### src/rtl/wpc_pkg.sv
package wpc_pkg;
  typedef enum logic [1:0] {
    ACT_NONE = 2'd0,
    ACT_CONT = 2'd1,
    ACT_ISR  = 2'd2,
    ACT_RST  = 2'd3
  } act_e;

  localparam int SRC_PIN     = 0;
  localparam int SRC_WDT     = 1;
  localparam int SRC_POR     = 2;
  localparam int SRC_LVD     = 3;
  localparam int SRC_XINT    = 4;
  localparam int SRC_WAKE_HI = 5;
  localparam int SRC_WAKE_LO = 6;
  localparam int NSRC        = 7;
endpackage

### src/rtl/wpc_decode.sv
module wpc_decode
  import wpc_pkg::*;
#(
  parameter int KIND = 0
) (
  input  logic in_stop,
  input  logic opt_sel,
  input  logic fire,
  input  logic xint_en,
  output act_e act,
  output logic rel
);
  always_comb begin
    act = ACT_NONE;
    rel = 1'b0;
    if (fire) begin
      case (KIND)
        SRC_PIN: act = ACT_RST;
        SRC_WDT: if (!in_stop) act = ACT_RST;
        SRC_POR: begin
          if (!in_stop) act = ACT_CONT;
          else if (!opt_sel) begin act = ACT_RST; rel = 1'b1; end
        end
        SRC_LVD: begin
          if (!in_stop) act = ACT_RST;
          else if (opt_sel) begin act = ACT_RST; rel = 1'b1; end
        end
        SRC_XINT: begin
          if (!in_stop) act = xint_en ? ACT_ISR : ACT_CONT;
          else if (xint_en) begin
            act = opt_sel ? ACT_ISR : ACT_RST;
            rel = 1'b1;
          end
        end
        SRC_WAKE_HI: begin
          if (in_stop) begin
            act = opt_sel ? ACT_CONT : ACT_RST;
            rel = 1'b1;
          end
        end
        default: act = ACT_NONE;
      endcase
    end
  end
endmodule

### src/rtl/wpc_resolve.sv
module wpc_resolve
  import wpc_pkg::*;
#(
  parameter int N = NSRC
) (
  input  act_e       acts [N],
  input  logic [N-1:0] rels,
  output act_e       win,
  output logic       rel_any
);
  always_comb begin
    win = ACT_NONE;
    for (int i = 0; i < N; i++) begin
      if (acts[i] > win) win = acts[i];
    end
    rel_any = |rels;
  end
endmodule

### src/rtl/wake_policy_ctrl.sv
module wake_policy_ctrl
  import wpc_pkg::*;
#(
  parameter int N_HI = 8,
  parameter int N_LO = 4
) (
  input  logic            clk,
  input  logic            rst,
  input  logic            opt_sel,
  input  logic            stop_req,
  input  logic            ev_pin_rst,
  input  logic            ev_wdt,
  input  logic            ev_por,
  input  logic            ev_lvd,
  input  logic            ev_xint,
  input  logic            xint_en,
  input  logic [N_HI-1:0] wake_hi,
  input  logic [N_LO-1:0] wake_lo,
  output logic            rst_req,
  output logic            isr_req,
  output logic            cont_req,
  output logic            stop_rel,
  output logic            in_stop
);
  logic [NSRC-1:0] fire;
  logic [NSRC-1:0] rels;
  act_e            acts [NSRC];
  act_e            win;
  logic            rel_any;

  always_comb begin
    fire              = '0;
    fire[SRC_PIN]     = ev_pin_rst;
    fire[SRC_WDT]     = ev_wdt;
    fire[SRC_POR]     = ev_por;
    fire[SRC_LVD]     = ev_lvd;
    fire[SRC_XINT]    = ev_xint;
    fire[SRC_WAKE_HI] = |wake_hi;
    fire[SRC_WAKE_LO] = |wake_lo;
  end

  for (genvar g = 0; g < NSRC; g++) begin : g_src
    wpc_decode #(.KIND(g)) u_dec (
      .in_stop (in_stop),
      .opt_sel (opt_sel),
      .fire    (fire[g]),
      .xint_en (xint_en),
      .act     (acts[g]),
      .rel     (rels[g])
    );
  end

  wpc_resolve #(.N(NSRC)) u_res (
    .acts    (acts),
    .rels    (rels),
    .win     (win),
    .rel_any (rel_any)
  );

  always_ff @(posedge clk) begin
    if (rst) begin
      rst_req  <= 1'b0;
      isr_req  <= 1'b0;
      cont_req <= 1'b0;
      stop_rel <= 1'b0;
      in_stop  <= 1'b0;
    end else begin
      rst_req  <= (win == ACT_RST);
      isr_req  <= (win == ACT_ISR);
      cont_req <= (win == ACT_CONT);
      stop_rel <= rel_any;
      if (win == ACT_RST || rel_any) in_stop <= 1'b0;
      else if (!in_stop && stop_req) in_stop <= 1'b1;
    end
  end

  assert_one_action_R9: assert property (@(posedge clk) disable iff (rst)
    $onehot0({rst_req, isr_req, cont_req}));

  assert_rel_clears_R10: assert property (@(posedge clk) disable iff (rst)
    stop_rel |-> (!in_stop && $past(in_stop)));

  assert_rst_clears_R10: assert property (@(posedge clk) disable iff (rst)
    rst_req |-> !in_stop);

  assert_pin_reset_R3: assert property (@(posedge clk) disable iff (rst)
    ev_pin_rst |=> rst_req);

  assert_wdt_ignored_R4: assert property (@(posedge clk) disable iff (rst)
    (in_stop && fire == (NSRC'(1) << SRC_WDT)) |=> (in_stop && !rst_req && !stop_rel));

  assert_lo_ignored_R8: assert property (@(posedge clk) disable iff (rst)
    (in_stop && fire == (NSRC'(1) << SRC_WAKE_LO)) |=> (in_stop && !stop_rel && !cont_req));

  assert_stop_entry_R2: assert property (@(posedge clk) disable iff (rst)
    (!in_stop && stop_req && fire == '0) |=> in_stop);
endmodule

### config.mk
export PLATFORM = sky130hd
export DESIGN_NAME = wake_policy_ctrl
export DESIGN_NICKNAME = d
export VERILOG_FILES = /design/src/rtl/wpc_pkg.sv /design/src/rtl/wpc_decode.sv /design/src/rtl/wpc_resolve.sv /design/src/rtl/wake_policy_ctrl.sv
export SDC_FILE = /design/constraint.sdc
export NUM_CORES = 1
export LEC_CHECK = 0
export ABC_AREA = 1
export BUFFER_PORTS_ARGS = -buffer_cell sky130_fd_sc_hd__buf_2
export CORE_AREA = 2 2 39 41
export CTS_BUF_LIST = sky130_fd_sc_hd__clkbuf_8
export DETAILED_ROUTE_END_ITERATION = 12
export DIE_AREA = 0 0 41 43
export GPL_TIMING_DRIVEN = 1
export PLACE_DENSITY = 0.74
export SLEW_MARGIN = 20
export SYNTH_ARGS = -nofsm -noshare
export SYNTH_HDL_FRONTEND = slang
export SYNTH_SLANG_ARGS = --single-unit
### constraint.sdc
create_clock -name clk -period 9.3 [get_ports clk]
set_input_delay 1.86 -clock clk [delete_from_list [all_inputs] [get_ports clk]]
set_output_delay 1.86 -clock clk [all_outputs]
set_load 0.005 [all_outputs]
# [Word level (Yosys, flattened, before mapping)]
# Cells that the tools add are included.
[totals] word_cells=56 latchBits=0 register_bits=5 romBits=0 ram_bits=0 output_inout_bits=5 n_memories=0 input_bits=22
[classes] eq_ne=3 multipliers=0 muxes=35 bitwise_logic=0 div_mod_pow=0 n_lt_le_gt_ge=7 n_shift=0 add_sub_neg=0 n_reduce_logical=6
[op_table] cell="$mux W2" n=23
[op_table] cell="$mux W1" n=12
[op_table] cell="$gt A2 B2 Y1" n=5
[op_table] cell="$reduce_or A8 Y1" n=1
[op_table] cell="$eq A2 B2 Y1 const B" n=2
[op_table] cell="$reduce_or A4 Y1" n=1
[op_table] cell="$eq A2 B1 Y1 const B" n=1
[op_table] cell="$gt A1 B2 Y1 const A" n=1
[op_table] cell="$gt A2 B1 Y1 const B" n=1
[op_table] cell="$reduce_or A2 Y1" n=1
[op_table] cell="$logic_and A1 B1 Y1" n=1
[op_table] cell="$logic_not A1 Y1" n=1
[op_table] cell="$logic_or A1 B1 Y1" n=1

# [Logic depth before layout (Yosys ltp)]
# Gate-level depths: netlist of run 1.
[logic_depth] word_depth=18 mapped_depth=31 ltp_nobuf=31

# [Hierarchy]
# A second synthesis of run 1 with hierarchy kept.
[hier_totals] cells_unflattened=148 hier_area_um2=985.9
[by_module_without_submodules] module="wpc_resolve" cells_per_inst=75 seq_area_each_um2=0.0 n_inst=1 area_per_inst_um2=561.8
[by_module_without_submodules] module="wake_policy_ctrl" cells_per_inst=35 seq_area_each_um2=100.1 n_inst=1 area_per_inst_um2=219.0
[by_module_without_submodules] module="wpc_decode at g_src[0].u_dec ..." cells_per_inst=4 seq_area_each_um2=0.0 n_inst=2 area_per_inst_um2=26.3
[by_module_without_submodules] module="wpc_decode at g_src[4].u_dec" cells_per_inst=8 seq_area_each_um2=0.0 n_inst=1 area_per_inst_um2=36.3
[by_module_without_submodules] module="wpc_decode at g_src[3].u_dec" cells_per_inst=6 seq_area_each_um2=0.0 n_inst=1 area_per_inst_um2=33.8
[by_module_without_submodules] module="wpc_decode at g_src[2].u_dec" cells_per_inst=7 seq_area_each_um2=0.0 n_inst=1 area_per_inst_um2=32.5
[by_module_without_submodules] module="wpc_decode at g_src[1].u_dec" cells_per_inst=5 seq_area_each_um2=0.0 n_inst=1 area_per_inst_um2=28.8
[by_module_without_submodules] module="wpc_decode at g_src[5].u_dec" cells_per_inst=4 seq_area_each_um2=0.0 n_inst=1 area_per_inst_um2=21.3

# [Worst setup path before layout of run 1]
# OpenSTA, ideal clock, no wires.
[synth_path] kind="in2reg" start="in opt_sel" end="reg cont_req" path_stages=31 arrival_ps=4944 setup_slack_ps=4292 path_cell_list="inv_1 -> nand2_1 -> inv_2 -> nand2_1 -> inv_1 -> ha_1 -> nand2_1 -> nand2_1 -> nand2_1 -> nand2_2 -> nand2_1 -> inv_1 -> ha_1 -> o21bai_1 -> nand2_1 -> nand3_2 -> nand2_1 -> ha_1 -> nand2_1 -> o21ai_0 -> inv_1 -> nand2_1 -> and2_2 -> ha_1 -> nand2_1 -> o21a_1 -> inv_1 -> or2_2 -> nand2_2 -> nand2_1 -> nor2_1"
[synth_via] elab_chain_cells=14 word_cells_on_any_way=24 classes_between="5 x order compare; 1 x eq/ne; 18 x mux"
[synth_rtl] element="from (decl)" line_no="wake_policy_ctrl.sv:9" source="input logic opt_sel,"
[synth_rtl] element="$mux W2" line_no="wpc_decode.sv:22" source="else if (!opt_sel) begin act = ACT_RST; rel = 1'b1; end"
[synth_rtl] element="$mux W2" line_no="wpc_decode.sv:21" source="if (!in_stop) act = ACT_CONT;"
[synth_rtl] element="$mux W2" line_no="wpc_decode.sv:16" source="if (fire) begin"
[synth_rtl] element="$gt A2 B2 Y1" line_no="wpc_resolve.sv:14" source="if (acts[i] > win) win = acts[i];"
[synth_rtl] element="$mux W2" line_no="wpc_resolve.sv:14"
[synth_rtl] element="$gt A2 B2 Y1" line_no="wpc_resolve.sv:14"
[synth_rtl] element="$mux W2" line_no="wpc_resolve.sv:14"
[synth_rtl] element="$gt A2 B2 Y1" line_no="wpc_resolve.sv:14"
[synth_rtl] element="$mux W2" line_no="wpc_resolve.sv:14"
[synth_rtl] element="$gt A2 B2 Y1" line_no="wpc_resolve.sv:14"
[synth_rtl] element="$mux W2 *" line_no="wpc_resolve.sv:14"
[synth_rtl] element="$gt A1 B2 Y1" line_no="wpc_resolve.sv:14"
[synth_rtl] element="$mux W2 *" line_no="wpc_resolve.sv:14"
[synth_rtl] element="$eq A2 B1 Y1 *" line_no="wake_policy_ctrl.sv:70" source="cont_req <= (win == ACT_CONT);"
[synth_rtl] element="to (signal assigned)" line_no="wake_policy_ctrl.sv:70"
[synth_rtl] element="to (decl)" line_no="wake_policy_ctrl.sv:21" source="output logic cont_req,"
# Every way passes the cells marked *; elsewhere a longest branch is shown, timed or not.
# A chain may end at the register's enable or synchronous reset.

# [Worst setup path after layout of run 1]
# Same ends and word-level chain as after synthesis.

==> results of run 1 <==
==> cells in the mapped netlist <==
cell type	count
sky130_fd_sc_hd__o21ai_2	1
sky130_fd_sc_hd__ha_1	11
sky130_fd_sc_hd__o21ai_0	3
sky130_fd_sc_hd__a21oi_4	1
sky130_fd_sc_hd__and2_2	1
sky130_fd_sc_hd__nand2_2	2
sky130_fd_sc_hd__inv_1	17
sky130_fd_sc_hd__o211ai_1	2
sky130_fd_sc_hd__o21a_1	1
sky130_fd_sc_hd__nor2_1	12
sky130_fd_sc_hd__o21bai_1	1
sky130_fd_sc_hd__inv_2	2
sky130_fd_sc_hd__or2_2	1
sky130_fd_sc_hd__nor2_4	1
sky130_fd_sc_hd__dfxtp_1	5
sky130_fd_sc_hd__nand2_1	21
sky130_fd_sc_hd__a21oi_2	1
sky130_fd_sc_hd__nand3_1	1
sky130_fd_sc_hd__nand3_2	4
sky130_fd_sc_hd__a21oi_1	1
==> worst max-delay path, delay by kind of cell <==
family,cells,cell delay [ns]
buf+inv,7,0.49
compound gates,3,0.41
simple gates,18,1.63
fa+ha+maj,4,0.93
==> layout make-up <==
| type | instances | area [µm²] | area share |
|---|---|---|---|
| clock buffer | 3 | 41.3 | 0.0533 |
| clock inverter | 1 | 3.75 | 0.00485 |
| inverter | 19 | 71.3 | 0.0921 |
| multi-input combinational | 65 | 428 | 0.553 |
| sequential | 5 | 100 | 0.129 |
| tap | 16 | 20.0 | 0.0258 |
| timing repair buffer | 22 | 110 | 0.142 |
==> sequential cells by signal (all words and copies together), names as in the netlist <==
name      flops
cont_req      1
isr_req       1
rst_req       1
stop_rel      1
in_stop       1
==> metal layers <==
layer	routed length (µm)	track usage
met2	580	0.278
met5	0	0
met3	38	0
met1	449	0.161
met4	20	0.0800
==> cell families after synthesis <==
family                   synth area share
AND/OR/NAND/NOR                     0.344
buffers and inverters               0.119
AO/OA/AOI/OAI                       0.140
adder cells (fa/ha/maj)             0.230
flip-flops                          0.167
==> power by group through the flow <==
stage | registers [mW] | logic [mW] | clock network [mW]
after floorplan | 0.0299 | 0.0454 | 0
after global placement | 0.0292 | 0.0602 | 0
after detailed placement | 0.0293 | 0.0638 | 0
after CTS | 0.0291 | 0.0639 | 0.0400
after global routing | 0.0301 | 0.0735 | 0.0408
final | 0.0289 | 0.0624 | 0.0392
==> worst min-delay path by stage <==
| stage | from | cells past startpoint | endpoint |
|---|---|---|---|
| after global routing | in_stop | 2 | in_stop |
| after detailed placement | in_stop | 2 | in_stop |
| after global placement | in_stop | 2 | in_stop |
| after CTS | in_stop | 2 | in_stop |
| final | in_stop | 2 | in_stop |
| after floorplan | in_stop | 2 | in_stop |
==> cell usage in the layout, fill, tap and decap left out, drive strengths merged <==
| cell | count |
|---|---|
| buf | 22 |
| ha | 11 |
| dfxtp | 5 |
| o21bai | 1 |
| nand2 | 23 |
| nand3 | 5 |
| a21oi | 3 |
| or2 | 1 |
| and2 | 1 |
| o211ai | 2 |
| clkbuf | 3 |
| o21ai | 4 |
| nor2 | 13 |
| o21a | 1 |
| inv | 20 |
==> metrics by stage <==
stage | hold WS [ns] | utilization
finish | 0.679 | 0.560
global route | 0.703 | 0.560
CTS | 0.678 | 0.560
detailed placement | 0.668 | 0.527
global placement | 0.658 | 0.527
floorplan | 0.643 | -
==> results.txt, run 1 <==
The critical path is of the input port to register type. The logs give 0 for the setup violation total in the final timing report and 145 for the number of fill cells in the layout. The share of Yosys cell area claimed by the top area cell type was 0.230; the total vias in the final route was 594. The antenna cell count was 0. For the share of power burned in the clock network, the log shows 0.300. For flop-to-flop paths, the worst setup slack is 5.45 ns. The analysis attributes to cell leakage a power of 0.466 nW.

The endpoint identified for the worst register-to-register timing path is cont_req. Ranked by total cell area, the synthesized netlist is headed by sky130_fd_sc_hd__ha_1, sky130_fd_sc_hd__dfxtp_1, sky130_fd_sc_hd__nand2_1. Setup repair after global routing left no endpoint under its margin. 27 I/O pins were placed. After detailed placement, the design holds a cell count of 127. The worst register-to-register path has a depth of 30. In this run the cell area measured after placement is 729 µm².

The design draws 131 µW. After detailed routing, the number of vias per cell comes to 4.53. The synthesized design contains 5 register bits. Of all nets on the critical path, the largest fanout is 3. The flow ran to the end, and the final reports show no timing, DRC or antenna violations. The largest total area in the synthesized netlist belongs to sky130_fd_sc_hd__ha_1. The number of gates given a new drive strength after cts was 0; the max-cap check violation count was 0. Compared with the post-synthesis result, the final layout area differs by 29.2%.

The run gives 0.433 as the starting utilization of the core area. The min-delay analysis places its worst path in the category register to register. The tools report the via count of the first global-routing pass as 543. A synthesized cell averages 6.73 µm². For the iteration count of the initial detailed-routing pass, the log shows 3. Power density over cell area: 169 nW/µm². The launching point of the worst reg2reg path is in_stop. The tools report the power share of the combinational group as 0.478. The tools report the total global-route track usage as 0.152. Library cell appearing most often on the critical path: sky130_fd_sc_hd__nand2_1.

The first routing iteration left 3 violations. The run gives 14 as the number of cell rows. The run gives 0 as the initial antenna violation count. The tools report the net total in the final layout as 149. TritonCTS created 3 clock buffers.

The actual transition at the worst max-transition pin works out to 0.265 ns. The clock-pin transition on the worst setup and hold timing paths is 0.04 ns, and the leftover overflow at the end of global routing is 0. In this run the horizontal extent of the chip is 41 µm. The sequential share of power was 0.222; the total number of yosys warnings was 0.

Setup total negative slack on the finished layout was measured at 0 ns. After floorplanning, the core was sized to cover 1380 µm². The count of pins over their slew limit is 0. At the placement stage, the worst setup path has a slack of 3.88 ns. The data arrival time of the worst path is 5.32 ns. The logs give 0.167 for the sequential share of the synthesized area and 131 for the post-layout instance count excluding filler cells. The maximum vdd drop was 0.0538 mV.

The internal power summed over all cells is 81.8 µW, and the netlist area before placement is 599 µm². Entering global routing, the biggest net connects 7 pins. The slowest stage of the critical path is the sky130_fd_sc_hd__or2_2 cell.

The logs give 2 for the clock tree buffer depth and 1760 µm² for the die outline area. The H-tree depth reported by CTS is 1. For this block, the routed nets add up to 1090 µm of wire. The clock latency of the later-clocked register in the worst-skew pair was 0.22 ns; the routed length per placed instance was 8.31 µm. In the synthesized netlist, the number of instances is 89. The post-layout minimum cycle time was 5.16 ns. Data required time at the worst endpoint: 9.46 ns.

Setup slack on the critical path of the routed design comes to 4.14 ns. Routability-driven placement finished with a final weighted congestion of 0.683. The final number of hold-violating endpoints was 0; the fraction of final layout cells sized beyond drive strength 1 was 0.339. The switching power as a share of total power came out at 0.374. TritonCTS built the clock tree. From bottom edge to top edge, the die measures 43 µm. The total of hold buffers inserted after clock tree synthesis is 0. The tree built by TritonCTS fans out to 5 sinks. STA classifies the critical path endpoint as a register.

Port buffering added 22 buffers. For the number of buffers inserted to repair setup after CTS, the log shows 0. The share of the clock period used by the worst path came out at 0.555. The logs give 0.00299 ns for the worst setup skew after layout and 194 MHz for the achievable frequency. The finished cells cover 774 µm².

Critical path startpoint: opt_sel. The first global-routing pass estimated 1890 µm of wire. For this run, the slowest stage of the critical path takes 0.30 ns.

Startpoint kind of the worst setup timing path: an input port. Synthesized netlist net count: 122. Capturing instance or port of the critical path: cont_req. The tree is rooted in a sky130_fd_sc_hd__clkbuf_8.

The post-synthesis cell type count came out at 20. The count of nets left with antenna violations once routing finished came out at 0. Count of unresolved DRC violations after routing: 0. Once detailed placement completed, the half-perimeter wirelength came to 992 µm. The run gives 0.822 as the worst slew margin relative to its limit. In this run the power spent charging and discharging nets is 48.8 µW.
Power figures use the tool's default switching activity.
==> run 2: changes to the inputs <==
--- a/config.mk
+++ b/config.mk
@@ -7,10 +7,10 @@
 export LEC_CHECK = 0
 export ABC_AREA = 1
 export BUFFER_PORTS_ARGS = -buffer_cell sky130_fd_sc_hd__buf_2
-export CORE_AREA = 2 2 39 41
+export CORE_MARGIN = 1
+export CORE_UTILIZATION = 43
 export CTS_BUF_LIST = sky130_fd_sc_hd__clkbuf_8
 export DETAILED_ROUTE_END_ITERATION = 12
-export DIE_AREA = 0 0 41 43
 export GPL_TIMING_DRIVEN = 1
 export PLACE_DENSITY = 0.74
 export SLEW_MARGIN = 20
==> constraint.sdc (replaced) <==
create_clock -name clk -period 4.6 [get_ports clk]
set_input_delay 0.92 -clock clk [delete_from_list [all_inputs] [get_ports clk]]
set_output_delay 0.92 -clock clk [all_outputs]
set_load 0.005 [all_outputs]
==> results.txt, run 2 (same netlist as run 1, synthesis figures left out) <==
The number of input and output port buffers inserted was 22 (unchanged). The run gives 0.22 ns (about the same) as the clock latency of the later-clocked register in the worst-skew pair. The startpoint identified for the worst hold timing path is in_stop. For the final antenna-violating net count, the log shows 0 (unchanged).

For the die outline area, the log shows 1550 µm² (-12%). The tools report the maximum vdd drop as 0.115 mV (+110%). The power density over cell area was 337 nW/µm² (+100%); the power share of the combinational group was 0.480 (+0.002). The H-tree depth reported by CTS came out at 1 (unchanged). The root buffer cell chosen for the clock tree is sky130_fd_sc_hd__clkbuf_8. TritonCTS built the clock tree.

The count of unresolved DRC violations after routing is 0 (unchanged). The routed length per placed instance was 8.22 µm (-1.2%). The worst setup path is of the input port to register kind. Share of the clock period used by the worst path: 0.913. The via count of the first global-routing pass came out at 544 (+0.18%). The logs give 0.177 (+0.0252) for the total global-route track usage and 0 (unchanged) for the total of hold buffers inserted after clock tree synthesis. The max-cap check violation count is 0 (unchanged), and the aggregate routed wire length is 1070 µm (-1.9%). The minimum setup slack among reg-to-reg paths came out at 0.78 ns (-4.67 ns).

Total vias in the final route: 601 (+1.2%). The die height was 39.3 µm (-8.5%); the number of vias per cell after detailed routing was 4.62 (+2.0%). The switching power of the nets is 96.3 µW (+97%). The final weighted congestion in routability-driven placement is 0.777 (+14%). The setup violation total in the final timing report was 0 (unchanged). The startpoint identified for the worst register-to-register timing path is in_stop.

Overall power: 261 µW (+100%). The number of gates given a new drive strength after cts was 0 (unchanged); the worst slew margin relative to its limit was 0.815 (-0.00668). The tools report the clock tree buffer depth as 2 (unchanged). The largest net degree at the start of global routing is 7 (unchanged), and the detailed-placement wirelength estimate is 961 µm (-3.1%). The clock sink count was 5 (unchanged). Static leakage: 0.466 nW (unchanged).

Worst-path cell with the longest stage delay: sky130_fd_sc_hd__or2_2. The final number of hold-violating endpoints was 0 (unchanged); the fraction of final layout cells sized beyond drive strength 1 was 0.339 (unchanged). The run gives 1300 µm² (-6.0%) as the area of the core region. The data required time at the worst endpoint was 4.76 ns (-4.70 ns); the growth of design area from synthesis to finish was 29.0%. The count of pins over their slew limit is 0 (unchanged).

For this run, the top clock speed supported by timing is 238 MHz. The tools report the endpoint of the worst-slack reg-to-reg timing path as cont_req. Number of buffers inserted to repair setup after CTS: 0 (unchanged).

The top cell types in the final layout, fill and taps aside, are sky130_fd_sc_hd__buf_2, sky130_fd_sc_hd__nand2_1, sky130_fd_sc_hd__inv_1, sky130_fd_sc_hd__nor2_1, sky130_fd_sc_hd__ha_1. The post-layout utilization of the core was 0.594 (+0.0346). Setup repair after global routing left no endpoint under its margin. The tools report the startpoint kind of the worst setup timing path as an input port. The biggest fanout along the worst timing path is 3 (unchanged), and the actual transition at the worst max-transition pin is 0.275 ns (+0.00992 ns).

The die width works out to 39.3 µm (-4.1%). The number of cells traversed by the worst hold path is 2 (unchanged). The logs give 0 (unchanged) for the antenna cell count and 2 (-1) for the number of DRC markers after the initial detailed-route iteration.

The switching power as a share of total power works out to 0.369 (-0.00483). Counting stages on the worst path, the most repeated cell is sky130_fd_sc_hd__nand2_1. The flow ran to the end, and the final reports show no timing, DRC or antenna violations.

The logs give 0 (unchanged) for the initial antenna violation count and 0 (unchanged) for the leftover overflow at the end of global routing. For the data arrival time of the worst path, the log shows 4.36 ns (-0.96 ns). The worst reg-to-reg path cell count is 30 (unchanged), and the net total in the final layout is 149 (unchanged). The cell total after placement is 126 (-0.79%). Post-layout instance count excluding filler cells: 130 (-0.76%).

The number of fill cells in the layout was 127 (-12%). The starting utilization of the core area is 0.461 (+0.0275). The number of cell rows was 13 (-1); the share of power burned in the clock network was 0.297 (-0.003). The delay of the slowest cell on the worst path was 0.31 ns (about the same).

The tools report the endpoint of the worst hold path as in_stop. Leaving out fill and tap cells, the most frequent cell in the layout is sky130_fd_sc_hd__buf_2. The tools report the endpoint class of the critical path as a register.

The post-layout minimum cycle time is 4.20 ns, and the clock buffer count from CTS is 3 (unchanged). Internal power summed over all cells: 165 µW (+100%). Type of the worst min-delay path: register to register.

The sequential share of power is 0.223 (about the same). The total I/O pin count was 27 (unchanged). The total negative setup slack came out at 0 ns (unchanged). The logs give 0.00285 ns (-0.000138 ns) for the worst setup skew after layout and 0.693 ns (+0.0142 ns) for the worst hold margin. The iteration count of the initial detailed-routing pass is 4 (+1). The global-route wire length before repair is 1950 µm (+2.9%), and the clock-pin transition on the worst setup and hold timing paths is 0.04 ns (about the same).
[run 2: metrics by stage]
step                worst slack, ns  instance area, µm²
global route                 0.0421                 773
detailed placement            0.164                 728
CTS                           0.385                 773
floorplan                     0.532                 599
finish                        0.398                 773
global placement              0.222                 728
[run 2: worst max-delay path by stage]
stage | start | slack, ns | cells past startpoint | end
after CTS | opt_sel | 0.38 | 32 | cont_req
after global routing | opt_sel | 0.04 | 32 | cont_req
after global placement | opt_sel | 0.22 | 32 | cont_req
final | opt_sel | 0.40 | 32 | cont_req
after detailed placement | opt_sel | 0.16 | 32 | cont_req
after floorplan | opt_sel | 0.53 | 31 | cont_req
[run 2: layout make-up]
class | count | area (µm²) | share of cell area
clock buffers | 3 | 41.3 | 0.0534
clock inverters | 1 | 3.75 | 0.00485
inverters | 19 | 71.3 | 0.0922
multi-input cells | 65 | 428 | 0.553
flip-flops and latches | 5 | 100 | 0.129
well taps | 15 | 18.8 | 0.0243
repair buffers | 22 | 110 | 0.142
[run 2: routing by layer]
layer | vias up | routed length [µm] | GRT usage
met5 | - | 0 | 0
met4 | 0 | 0 | 0.0517
met3 | 0 | 50 | 0.00568
met2 | 16 | 527 | 0.346
met1 | 258 | 490 | 0.203
li1 | 327 | - | -
[run 2: critical path: cells and delay by family]
family / cells / cell delay, ns
buffers and inverters: 7 / 0.48
and+or+nand+nor: 18 / 1.63
adders and majority gates: 4 / 0.93
AOI/OAI and AO/OA: 3 / 0.40
[run 2: power groups by stage]
stage	logic, mW	clock network (mW)	registers (mW)
global route	0.148	0.0816	0.0599
CTS	0.127	0.0791	0.0582
detailed placement	0.127	0	0.0588
global placement	0.123	0	0.0588
finish	0.125	0.0775	0.0583
floorplan	0.0918	0	0.0605
==> run 3: changes to the inputs <==
--- a/config.mk
+++ b/config.mk
@@ -13,6 +13,7 @@
 export DETAILED_ROUTE_END_ITERATION = 12
 export GPL_TIMING_DRIVEN = 1
 export PLACE_DENSITY = 0.74
+export SETUP_SLACK_MARGIN = 0.4
 export SLEW_MARGIN = 20
 export SYNTH_ARGS = -nofsm -noshare
 export SYNTH_HDL_FRONTEND = slang
==> results.txt, run 3 (same netlist as run 1, synthesis figures left out) <==
The largest net degree at the start of global routing was 7 (unchanged). The tools report the total negative setup slack as 0 ns (unchanged). The logs give 1160 µm (+8.3%) for the aggregate routed wire length and 544 (unchanged) for the via count of the first global-routing pass. The worst slew margin relative to its limit is 0.827 (+0.0121), and the post-layout minimum cycle time is 3.89 ns (-0.308 ns). The run gives 961 µm (unchanged) as the detailed-placement wirelength estimate. Setup repair after global routing left no endpoint under its margin. The number of vias per cell after detailed routing was 4.67 (+1.0%).

The actual transition at the worst max-transition pin works out to 0.258 ns (-0.0164 ns). In this run the clock root is driven by a sky130_fd_sc_hd__clkbuf_8. For the starting utilization of the core area, the log shows 0.461 (unchanged). The final antenna-violating net count came out at 0 (unchanged). The area of the core region is 1300 µm² (unchanged), and the final number of hold-violating endpoints is 0 (unchanged). The clock-pin transition on the worst setup and hold timing paths works out to 0.04 ns (about the same). The achievable frequency is 257 MHz (+7.9%), and the die height is 39.3 µm (unchanged). The setup violation total in the final timing report came out at 0 (unchanged). The power density over cell area is 335 nW/µm² (-0.83%).

For the data arrival time of the worst path, the log shows 4.05 ns (-0.31 ns). The biggest fanout along the worst timing path is 3 (unchanged). The library cell used most frequently in the layout, excluding fill and tap cells, is sky130_fd_sc_hd__buf_2.

Total I/O pin count: 27 (unchanged). The maximum vdd drop came out at 0.111 mV (-3.2%). The initial antenna violation count is 0 (unchanged).

For the count of unresolved DRC violations after routing, the log shows 0 (unchanged). For the net total in the final layout, the log shows 152 (+2.0%). TritonCTS built the clock tree. The number of DRC markers after the initial detailed-route iteration was 8 (+6). The endpoint class of the critical path was a register. For the clock tree buffer depth, the log shows 2 (unchanged). The static leakage came out at 0.483 nW (+3.7%). The die outline area was 1550 µm² (unchanged). Clock sink count: 5 (unchanged). The final worst slack is 0.706 ns (+0.308 ns), and the share of the clock period used by the worst path is 0.847 (-0.0669).

The H-tree depth reported by CTS was 1 (unchanged). In this run the worst hold path is classified as register to register. The delay of the slowest cell on the worst path was 0.26 ns (-0.05 ns).

Fraction of final layout cells sized beyond drive strength 1: 0.424 (+0.0846). The tools report the total global-route track usage as 0.177 (unchanged). The largest individual stage delay along the critical path comes from the cell sky130_fd_sc_hd__ha_1. The growth of design area from synthesis to finish works out to 38.2%. The logs give 3 (unchanged) for the clock buffer count from CTS and 0.699 ns (+0.00588 ns) for the worst hold margin.

The number of input and output port buffers inserted was 22 (unchanged); the iteration count of the initial detailed-routing pass was 3 (-1). The logs give 0.00278 ns (-0.0000770 ns) for the worst setup skew after layout and 13 (unchanged) for the number of cell rows. The run finished with clean final reports. Leaving out fill and tap cells, the most frequent cells in the layout are sky130_fd_sc_hd__buf_2, sky130_fd_sc_hd__inv_1, sky130_fd_sc_hd__nand2_1, sky130_fd_sc_hd__nor2_1, sky130_fd_sc_hd__ha_1. The run gives 1950 µm (unchanged) as the global-route wire length before repair.

For the clock latency of the later-clocked register in the worst-skew pair, the log shows 0.22 ns (about the same). The count of pins over their slew limit was 0 (unchanged); the die width was 39.3 µm (unchanged). The routed length per placed instance was 8.70 µm (+5.9%). The tools report the worst slack at placement as 0.164 ns (unchanged). The leftover overflow at the end of global routing is 0 (unchanged), and the total vias in the final route is 621 (+3.3%).

By startpoint and endpoint, the worst setup path is classified as input port to register. Max-cap check violation count: 0 (unchanged). The antenna cell count was 0 (unchanged); the data required time at the worst endpoint was 4.76 ns (about the same). The run gives 0 (unchanged) as the total of hold buffers inserted after clock tree synthesis. The worst setup path is launched from an input port. For the final weighted congestion in routability-driven placement, the log shows 0.777 (unchanged).
[run 3: cell type report]
cell class / instances / area, µm²
clock buffer: 3 / 41.3
clock inverter: 1 / 3.75
fill: 121 / 473
inverter: 19 / 71.3
sequential: 5 / 100
timing repair buffer: 25 / 133
multi-input combinational: 65 / 460
tap: 15 / 18.8
[run 3: worst max-delay path: cells and delay by family]
family / cells / cell delay, ns
AOI/OAI and AO/OA: 3 / 0.36
adders and majority gates: 4 / 0.88
buffers and inverters: 7 / 0.47
and+or+nand+nor: 18 / 1.44
[run 3: path summary, 6_finish.rpt]
kind	start	endpoint	slack, ns	depth (start not counted)
setup / recovery	opt_sel	cont_req	0.71	32
hold / removal	in_stop	in_stop	0.70	2
setup reg to reg	in_stop	cont_req	0.97	29
hold reg to reg	in_stop	in_stop	0.70	2
[run 3: power breakdown]
group | total, mW | switching (mW) | internal, mW
Clock | 0.0775 | 0.0204 | 0.0571
Sequential | 0.0585 | 0.00511 | 0.0534
Combinational | 0.141 | 0.0772 | 0.0639
Total | 0.277 | 0.103 | 0.174
[run 3: per-stage QoR]
step	instances	area (µm²)	util	power [mW]
3_3_place_gp	126	728	0.560	0.181
2_1_floorplan	89	599	-	0.152
6_report	133	828	0.637	0.277
4_1_cts	130	773	0.594	0.265
3_5_place_dp	126	728	0.560	0.186
5_1_grt	133	828	0.637	0.307
[run 3: metal layers]
metal,routed length (µm),track usage
met4,0,0.0517
met3,50,0.00568
met1,504,0.203
met2,602,0.346
met5,0,0
[run 3: timing repair]
| action | 4_1_cts | 5_1_grt |
|---|---|---|
| setup endpoints to repair | 1 | 4 |
| pin swaps | 1 | 9 |
| resized for setup | 1 | 10 |
| setup buffers | 0 | 3 |
